<file path="src/rtl/wrburst_pkg.sv">
package wrburst_pkg;
  typedef enum logic [1:0] {
    BM_FIX8 = 2'b00,
    BM_OTF  = 2'b01,
    BM_CHOP = 2'b10,
    BM_RSVD = 2'b11
  } burst_mode_e;

  localparam int unsigned MIN_LAT = 2;
endpackage

</file>
<file path="src/rtl/wb_len_sel.sv">
module wb_len_sel
  import wrburst_pkg::*;
(
  input  logic [1:0] mode,
  input  logic       long_bit,
  output logic       long_burst
);
  always_comb begin
    unique case (burst_mode_e'(mode))
      BM_OTF:  long_burst = long_bit;
      BM_CHOP: long_burst = 1'b0;
      default: long_burst = 1'b1;
    endcase
  end
endmodule

</file>
<file path="src/rtl/wb_timeline.sv">
module wb_timeline
  import wrburst_pkg::*;
#(
  parameter int LW = 5
) (
  input  logic          clk,
  input  logic          rst_n,
  input  logic          fire,
  input  logic          long_burst,
  input  logic [LW-1:0] al,
  input  logic [LW-1:0] cwl,
  output logic          busy_now,
  output logic          busy_next,
  output logic          busy_prev
);
  localparam int MAXLAT = (1 << LW) - 1;
  localparam int TL     = 2 * MAXLAT + 4;

  logic [LW:0]   lat_sum;
  logic [LW:0]   lat_eff;
  logic [TL-1:0] new_mask;
  logic [TL-1:0] busy_q;
  logic          prev_q;

  always_comb begin
    lat_sum  = {1'b0, al} + {1'b0, cwl};
    lat_eff  = (lat_sum < (LW+1)'(MIN_LAT)) ? (LW+1)'(MIN_LAT) : lat_sum;
    new_mask = (long_burst ? TL'(4'hF) : TL'(4'h3)) << (lat_eff - 1'b1);
  end

  always_ff @(posedge clk) begin
    if (!rst_n) begin
      busy_q <= '0;
      prev_q <= 1'b0;
    end else begin
      busy_q <= (busy_q >> 1) | (fire ? new_mask : '0);
      prev_q <= busy_q[0];
    end
  end

  assign busy_now  = busy_q[0];
  assign busy_next = busy_q[1];
  assign busy_prev = prev_q;

  // a run of data clocks is always announced one clock ahead
  p_announce_r4: assert property (@(posedge clk) disable iff (!rst_n)
    (!busy_now && !fire) |=> (busy_now == $past(busy_next)));
endmodule

</file>
<file path="src/rtl/wb_spacing.sv">
module wb_spacing #(
  parameter int BG_W   = 2,
  parameter int TCCD_S = 4,
  parameter int TCCD_L = 6
) (
  input  logic            clk,
  input  logic            rst_n,
  input  logic            fire,
  input  logic [BG_W-1:0] bg,
  output logic            err
);
  localparam int CW = $clog2(TCCD_L + 1);

  logic [CW-1:0]   gap_q;
  logic [BG_W-1:0] last_bg_q;
  logic            seen_q;
  logic            err_q;
  logic [CW-1:0]   limit;
  logic            too_close;

  always_comb begin
    limit     = (bg == last_bg_q) ? CW'(TCCD_L) : CW'(TCCD_S);
    too_close = fire && seen_q && (gap_q < limit);
  end

  always_ff @(posedge clk) begin
    if (!rst_n) begin
      gap_q     <= CW'(TCCD_L);
      last_bg_q <= '0;
      seen_q    <= 1'b0;
      err_q     <= 1'b0;
    end else begin
      if (fire) begin
        gap_q     <= CW'(1);
        last_bg_q <= bg;
        seen_q    <= 1'b1;
      end else if (gap_q < CW'(TCCD_L)) begin
        gap_q <= gap_q + 1'b1;
      end
      if (too_close) err_q <= 1'b1;
    end
  end

  assign err = err_q;

  p_err_sticky_r9: assert property (@(posedge clk) disable iff (!rst_n)
    err |=> err);
endmodule

</file>
<file path="src/rtl/wrburst_seq.sv">
module wrburst_seq #(
  parameter int DW     = 8,
  parameter int LW     = 5,
  parameter int BG_W   = 2,
  parameter int TCCD_S = 4,
  parameter int TCCD_L = 6
) (
  input  logic            clk,
  input  logic            rst_n,
  input  logic            cmd_valid,
  input  logic [BG_W-1:0] cmd_bg,
  input  logic            cmd_long,
  input  logic [1:0]      mode_burst,
  input  logic [LW-1:0]   mode_addlat,
  input  logic [LW-1:0]   mode_wrlat,
  input  logic            src_valid,
  output logic            src_ready,
  input  logic [2*DW-1:0] src_data,
  output logic            beat_en_rise,
  output logic            beat_en_fall,
  output logic [DW-1:0]   dq_rise,
  output logic [DW-1:0]   dq_fall,
  output logic            strobe_oe,
  output logic            wr_ref_pulse,
  output logic            spacing_err,
  output logic            underflow_err
);
  logic          long_burst;
  logic          busy_now, busy_next, busy_prev;
  logic          uflow_q;
  logic [DW-1:0] half_data [2];

  wb_len_sel u_len (
    .mode       (mode_burst),
    .long_bit   (cmd_long),
    .long_burst (long_burst)
  );

  wb_timeline #(.LW(LW)) u_tl (
    .clk        (clk),
    .rst_n      (rst_n),
    .fire       (cmd_valid),
    .long_burst (long_burst),
    .al         (mode_addlat),
    .cwl        (mode_wrlat),
    .busy_now   (busy_now),
    .busy_next  (busy_next),
    .busy_prev  (busy_prev)
  );

  wb_spacing #(.BG_W(BG_W), .TCCD_S(TCCD_S), .TCCD_L(TCCD_L)) u_sp (
    .clk   (clk),
    .rst_n (rst_n),
    .fire  (cmd_valid),
    .bg    (cmd_bg),
    .err   (spacing_err)
  );

  for (genvar h = 0; h < 2; h++) begin : g_half
    assign half_data[h] = busy_now ? src_data[h*DW +: DW] : '0;
  end

  assign dq_rise      = half_data[0];
  assign dq_fall      = half_data[1];
  assign beat_en_rise = busy_now;
  assign beat_en_fall = busy_now;
  assign src_ready    = busy_now;
  assign strobe_oe    = busy_now | busy_next | busy_prev;
  assign wr_ref_pulse = busy_prev & ~busy_now;

  always_ff @(posedge clk) begin
    if (!rst_n)                       uflow_q <= 1'b0;
    else if (busy_now && !src_valid)  uflow_q <= 1'b1;
  end
  assign underflow_err = uflow_q;

  // preamble before the first data clock
  p_preamble_r4: assert property (@(posedge clk) disable iff (!rst_n)
    $rose(beat_en_rise) |-> $past(strobe_oe));
  // postamble after the last data clock
  p_postamble_r4: assert property (@(posedge clk) disable iff (!rst_n)
    $fell(beat_en_rise) |-> strobe_oe);
  // reference pulse only right after a data clock
  p_ref_edge_r6: assert property (@(posedge clk) disable iff (!rst_n)
    wr_ref_pulse |-> (!beat_en_rise && $past(beat_en_rise)));
  // underflow flag is sticky
  p_uflow_sticky_r8: assert property (@(posedge clk) disable iff (!rst_n)
    underflow_err |=> underflow_err);
endmodule

</file>
<file path="config.mk">
export PLATFORM = sky130hd
export DESIGN_NAME = wrburst_seq
export DESIGN_NICKNAME = d
export VERILOG_FILES = /design/src/rtl/wrburst_pkg.sv /design/src/rtl/wb_len_sel.sv /design/src/rtl/wb_timeline.sv /design/src/rtl/wb_spacing.sv /design/src/rtl/wrburst_seq.sv
export SDC_FILE = /design/constraint.sdc
export NUM_CORES = 1
export LEC_CHECK = 0
export ABC_AREA = 1
export BUFFER_PORTS_ARGS = -buffer_cell sky130_fd_sc_hd__clkbuf_2
export CAP_MARGIN = 20
export CORE_MARGIN = 2
export CORE_UTILIZATION = 45
export DETAILED_ROUTE_END_ITERATION = 12
export HOLD_SLACK_MARGIN = 0.12
export PLACE_DENSITY = 0.63
export SYNTH_ARGS = -nofsm -noshare
export SYNTH_HDL_FRONTEND = slang
export SYNTH_SLANG_ARGS = --single-unit
</file>
<file path="constraint.sdc">
create_clock -name clk -period 5.25 [get_ports clk]
set_input_delay 0.2625 -clock clk [delete_from_list [all_inputs] [get_ports clk]]
set_output_delay 0.2625 -clock clk [all_outputs]
set_load 0.01 [all_outputs]
</file>
Yosys cells after proc, flatten, opt, wreduce, memory -nomap -nowiden
Index checks and enable logic that the tools add are counted.
W data, S select, Z words.
Operators by class
  equality and inequality tests: 3
  magnitude comparators: 3
  shift operators: 1
  add/sub/neg operators: 3
  reduce and logical (&&, ||, !) cells: 5
  bitwise logic cells: 5
  multiplexer cells: 9
Operators by type and width (count)
  $mux W66: 1
  $or A65 B66 Y66: 1
  $shl A66 B6 Y66: 1
  $mux W8: 2
  $add A5 B5 Y6: 1
  $lt A6 B2 Y1 const B: 1
  $mux W3: 2
  $mux W6: 1
  $sub A6 B1 Y6 const B: 1
  $mux W4: 1
  $add A3 B1 Y3 const B: 1
  $logic_and A1 B1 Y1: 3
  $lt A3 B3 Y1: 1
  $lt A3 B3 Y1 const B: 1
  $eq A2 B1 Y1 const B: 1
  $eq A2 B2 Y1: 1
  $eq A2 B2 Y1 const B: 1
  $mux W2: 1
  $or A1 B1 Y1: 2
  $pmux W1 S2: 1
  $reduce_bool A2 Y1: 1
  $and A1 B1 Y1: 1
  $logic_not A1 Y1: 1
  $not A1 Y1: 1
Storage, ports and cells
  register bits: 75
  input bits: 35
  output and inout bits: 23
  word-level logic and storage cells: 36

Logic depth before layout (Yosys ltp)
  depth in word-level cells: 7
  depth in mapped cells: 23
  mapped depth without buffers: 23

By module
A second synthesis with hierarchy kept.
Second synthesis, totals
  cell total of the unflattened synthesis: 512
  area total of the unflattened synthesis: 3696.0 µm²
Modules (own cells, without submodules)
  wb_timeline: seq. area each 1341.3 µm², times used 1, area each 3120.5 µm², cells an instance 412
  wb_spacing: seq. area each 140.1 µm², times used 1, area each 324.1 µm², cells an instance 48
  wrburst_seq: seq. area each 20.0 µm², times used 1, area each 229.0 µm², cells an instance 46
  wb_len_sel: seq. area each 0.0 µm², times used 1, area each 22.5 µm², cells an instance 6

Worst setup path after synthesis
No wires, ideal clock.
  path kind: input to register
  start: input port mode_addlat[0]
  end: register u_tl.busy_q[34]
  data arrival time: 2.723 ns
  stages: 23
  setup slack: 2.417 ns
  data required time: 5.140 ns
  setup time: 0.110 ns
  buffers on the path: 0
  cells stage by stage: ha_1 inv_1 fa_1 inv_1 nand2_1 nand2_1 nand3_2 nand2_4 nor2_2 nand3_1 nand2_2 ha_1 or2_2 nand2_2 inv_2 nand2_1 inv_2 nand3_1 nor2_1 nand3_1 nand3_1 nand2_1 inv_1
On the way
  longest elaborated chain between the ends: 7
Ends and longest elaborated chain
  start: declaration: RTL line wrburst_seq.sv:14  | input logic [LW-1:0] mode_addlat,
  $add A5 B5 Y6 (*): RTL line wb_timeline.sv:26  | lat_sum = {1'b0, al} + {1'b0, cwl};
  $lt A6 B2 Y1: RTL line wb_timeline.sv:27  | lat_eff = (lat_sum < (LW+1)'(MIN_LAT)) ? (LW+1)'(MIN_LAT) : lat_sum;
  $mux W6 (*): RTL line wb_timeline.sv:27
  $sub A6 B1 Y6 (*): RTL line wb_timeline.sv:28  | new_mask = (long_burst ? TL'(4'hF) : TL'(4'h3)) << (lat_eff - 1'b1);
  $shl A66 B6 Y66 (*): RTL line wb_timeline.sv:28
  $mux W66 (*): RTL line wb_timeline.sv:36  | busy_q <= (busy_q >> 1) | (fire ? new_mask : '0);
  $or A65 B66 Y66 (*): RTL line wb_timeline.sv:36
  end signal: assignment: RTL line wb_timeline.sv:36
  end: declaration: RTL line wb_timeline.sv:22  | logic [TL-1:0] busy_q;
Every way passes the cells marked *; elsewhere a longest branch is shown, timed or not.
A chain may end at the register's enable or synchronous reset.

Worst setup path in the final report
  start: input port mode_addlat[0]
  end: register u_tl.busy_q[39]
Same word-level chain as after synthesis.

==> impl.org <==
** Status
- The run finished with clean final reports.

** CTS
- The clock tree synthesis step divided the H-tree into 3 levels.
- The tree is rooted in a clkbuf_8.
- Cts repair resizes :: 0
- The clock passes through at most 2 buffers.
- Buffers inserted during clock tree synthesis total 9.
- For the worst-skew pair, the clock arrives at the later sink with an insertion delay of approximately 340 ps.
- After clock tree synthesis, the clock-pin slew on the worst setup and hold paths is 80 ps.
- TritonCTS built the clock tree.
- Clk sink count :: 75

** Power
- Maximum ir drop on the vdd rail :: approximately 0.00021 V
- Areal power density over the cells :: roughly 350 nW/um^2
- Leakage power figure :: 1.96 nW

** Die
- The floorplan step defined a die boundary enclosing 8650 sq um.
- Starting Density :: between 40% and 50%
- Number of placement rows :: 32
- Height of the chip :: 93 um
- The region available for standard cell placement spans 7690 sq um.
- DIE WIDTH :: 93 um
- Ports :: 58

** Yosys
- Yosys cell types :: 36
- Synthesized cell area :: ~3600 sq um
- Counting flops with an async set or reset pin after synthesis yields a share of 0%.
- Number of nets in the synthesized netlist :: 544
- Average cell area after synthesis :: 7.13 sq um
- Number of enable-type register cells in the synthesized netlist :: 0
- Sequential cell area fraction in the yosys report :: 42.1%
- Post-synthesis register bit count :: between 70 and 80
- During synthesis, Yosys emitted a total of 0 warnings.
- Synthesized instance count :: 500
- The most used flip-flop cell after synthesis is dfxtp_1.

** Placed design
- The number of placed instances, taps included, is 638.
- Final Wtd Congestion :: around 0.90
- Dpl ws :: 1820 ps
- Count of input and output buffers :: 57
- Total half-perimeter wirelength after legalization and detailed placement :: 5560 um
- Cell area after placement :: 3850 sq um

** STA
- In the finished design, the share of the clock period the worst path needs comes to roughly 59%.
- Setup repair after global routing left no endpoint under its margin.
- In the final timing run, aggregate negative setup slack is 0 ps.
- For the pin with the worst max-slew slack, the measured transition is 906 ps.
- Number of hold-slack violations in the final timing report :: 0
- Minimum period implied by the final worst setup slack :: 3100 ps
- Worst slew slack as a fraction of its limit :: 39.5%
- Final setup viols :: 0
- Across all setup checks in the final design, the least slack found is roughly 2200 ps.
- On the final layout, the worst clock skew is 8.47 ps.
- Timing would allow up to about 0.32 GHz.
- The max-slew violation count is 0.

** Setup path
- In this run the worst path has a maximum fanout of 28.
- Cells on worst reg2reg path :: 2
- At the worst endpoint, the arrival time is roughly 3400 ps.
- Setup CP Type :: input port to flip-flop
- Reg2Reg Launch Point :: u_tl.busy_q[0]
- In this run the register-to-register setup slack is 4160 ps.
- STA classifies the critical path startpoint as an input port.
- End point of the critical path :: u_tl.busy_q[39]
- The worst setup path is captured at a flip-flop.
- The critical path starts at mode_addlat[0].
- In this run the critical register-to-register path is captured at underflow_err.
- Required time at the endpoint of the critical path :: 5520 ps

** GRT
- Antenna violations before repair :: 0
- Entering global routing, the biggest net connects 55 pins.
- The number of global-route vias before repair was 3007.
- GRT Residual Overflow :: 0
- GRT Resource Usage Total :: 19.6%
- First-pass GRT wire length :: 13500 um

** Detailed routing
- After detailed routing, the number of remaining DRC violations is 0.
- The final route contains 3193 vias.
- Once detail routing completed, the nets flagged for antenna violations numbered 0.
- For this block, the initial DRC count from the detailed router was 171.
- The pre-antenna-repair detailed-routing pass consisted of 4 iterations.
- Routed wire length :: 7940 um
- WL/cell :: 12.1 um
- In the routed layout, each cell is associated on average with a via count of around 5.

** Final layout
- From synthesis to final layout, the design area changed by 14.1%.
- Number of cells in the finished layout apart from fillers :: 655
- The filler cells instantiated in the layout total 779.
- Of the cells placed in the final design, the portion with a size suffix greater than 1 is approximately a fifth.
- Utilization of the core after routing :: between 50% and 60%
- 0 antenna diodes ended up in the layout.
- Final-stage net count :: 592
- After routing the design area is 4070 sq um.

** Worst hold path
- The min-delay analysis places its worst path in the category input port to flip-flop.
- The worst hold path was traced through 3 stages.

** Run
- Across the run, the number of max-cap violations was 0.
-- logic make-up (layout without fill, tap and decap cells) --
| kind of cell | after synthesis | in the layout | share of synthesized area [%] |
|---|---|---|---|
| adders and majority gates | 9 | 9 | 3.37 |
| and+or+nand+nor | 259 | 259 | 32.4 |
| AOI/OAI and AO/OA | 68 | 68 | 10.1 |
| buffers and inverters | 85 | 138 | 10.5 |
| DFF | 75 | 75 | 42.1 |
| xor gates and xnor gates | 4 | 4 | 1.51 |
-- Yosys cell counts (3+ instances only) --
library cell   n  share of area, %
nand3_1       41               5.8
inv_1         56               5.9
nor2_1        86               9.1
a21oi_1       41               5.8
nand2_4        3              0.95
nor2_2         4              0.70
o21ai_1        7              0.98
nor3_1         6              0.84
buf_6          4               1.3
o21ai_0       15               2.1
nand2_2        7               1.2
nand3b_1       4              0.84
inv_2          6              0.63
ha_1           8               2.8
buf_4          5               1.1
clkbuf_1       8              0.84
nand2_1       97                10
dfxtp_1       75                42
buf_2          4              0.56
-- placed cells by master (no fill, tap or decap), types with 3 or more instances in the layout --
cell	instances
a21oi_1	41
nand3_1	41
clkbuf_8	11
ha_1	8
dfxtp_1	75
nor3_1	6
o21ai_0	15
nand3b_1	4
clkbuf_2	57
nand2_4	3
inv_1	56
o21ai_1	7
inv_2	6
nand2_2	7
nor2_1	86
nand2_1	97
nor2_2	4
-- routing by layer --
metal	global-route usage, %	wire length [um]	up-vias
li1	-	-	1666
met5	0	0	-
met1	24.9	3770	1421
met2	33.1	3570	98
met3	3.71	488	8
met4	7.35	108	0
-- sequential cells by signal, summed over array words and instances, names as in the netlist --
signal / flops
u_sp.last_bg_q: 2
u_tl.busy_q: 66
u_sp.gap_q: 3
u_sp.seen_q: 1
u_sp.err: 1
underflow_err: 1
u_tl.busy_prev: 1
-- per-stage QoR --
| step | power (mW) | hold WS [ps] |
|---|---|---|
| global route | 1.51 | 154 |
| detailed placement | 0.981 | 415 |
| CTS | 1.44 | 149 |
| floorplan | 0.905 | 353 |
| global placement | 0.980 | 417 |
| finish | 1.43 | 160 |
-- critical path, stage by stage --
cell	delay, ps
clkbuf_2	80
ha_1	180
inv_1	80
fa_1	380
inv_1	80
nand3_1	90
nand3_1	140
nand2_4	80
nor2_2	110
nand3_1	120
nand2_2	130
ha_1	240
nand2_4	80
xor2_4	500
inv_4	250
nor3_1	330
a21oi_1	110
nor2_1	110
-- what timing repair did --
| item | CTS | global route |
|---|---|---|
| hold buffers | 1 | 0 |
| buffers inserted | 0 | 0 |
| hold endpoints to repair | 1 | 0 |
-- power breakdown --
part           switching, mW  internal, mW
clock                  0.213         0.246
combinational          0.247         0.106
sequential            0.0129         0.604
total                  0.473         0.956
-- layout make-up --
cell class              count  area (sq um)  area share, %
clock buffers              11           151           3.72
clock inverters             5          58.8           1.45
inverters                  63           239           5.87
multi-input cells         340          1690           41.5
flip-flops and latches     75          1500           36.9
well taps                 102           128           3.14
repair buffers             59           303           7.44
-- how the worst min path moves through the flow --
| stage | from | endpoint | slack (ps) |
|---|---|---|---|
| after detailed placement | u_tl.busy_q[61] | u_tl.busy_q[60] | 410 |
| after global placement | u_tl.busy_q[61] | u_tl.busy_q[60] | 420 |
| after global routing | cmd_bg[0] | u_sp.last_bg_q[0] | 150 |
| final | cmd_bg[0] | u_sp.last_bg_q[0] | 160 |
| after floorplan | cmd_valid | u_sp.last_bg_q[0] | 350 |
| after CTS | cmd_bg[0] | u_sp.last_bg_q[0] | 150 |
Power figures use the tool's default switching activity.
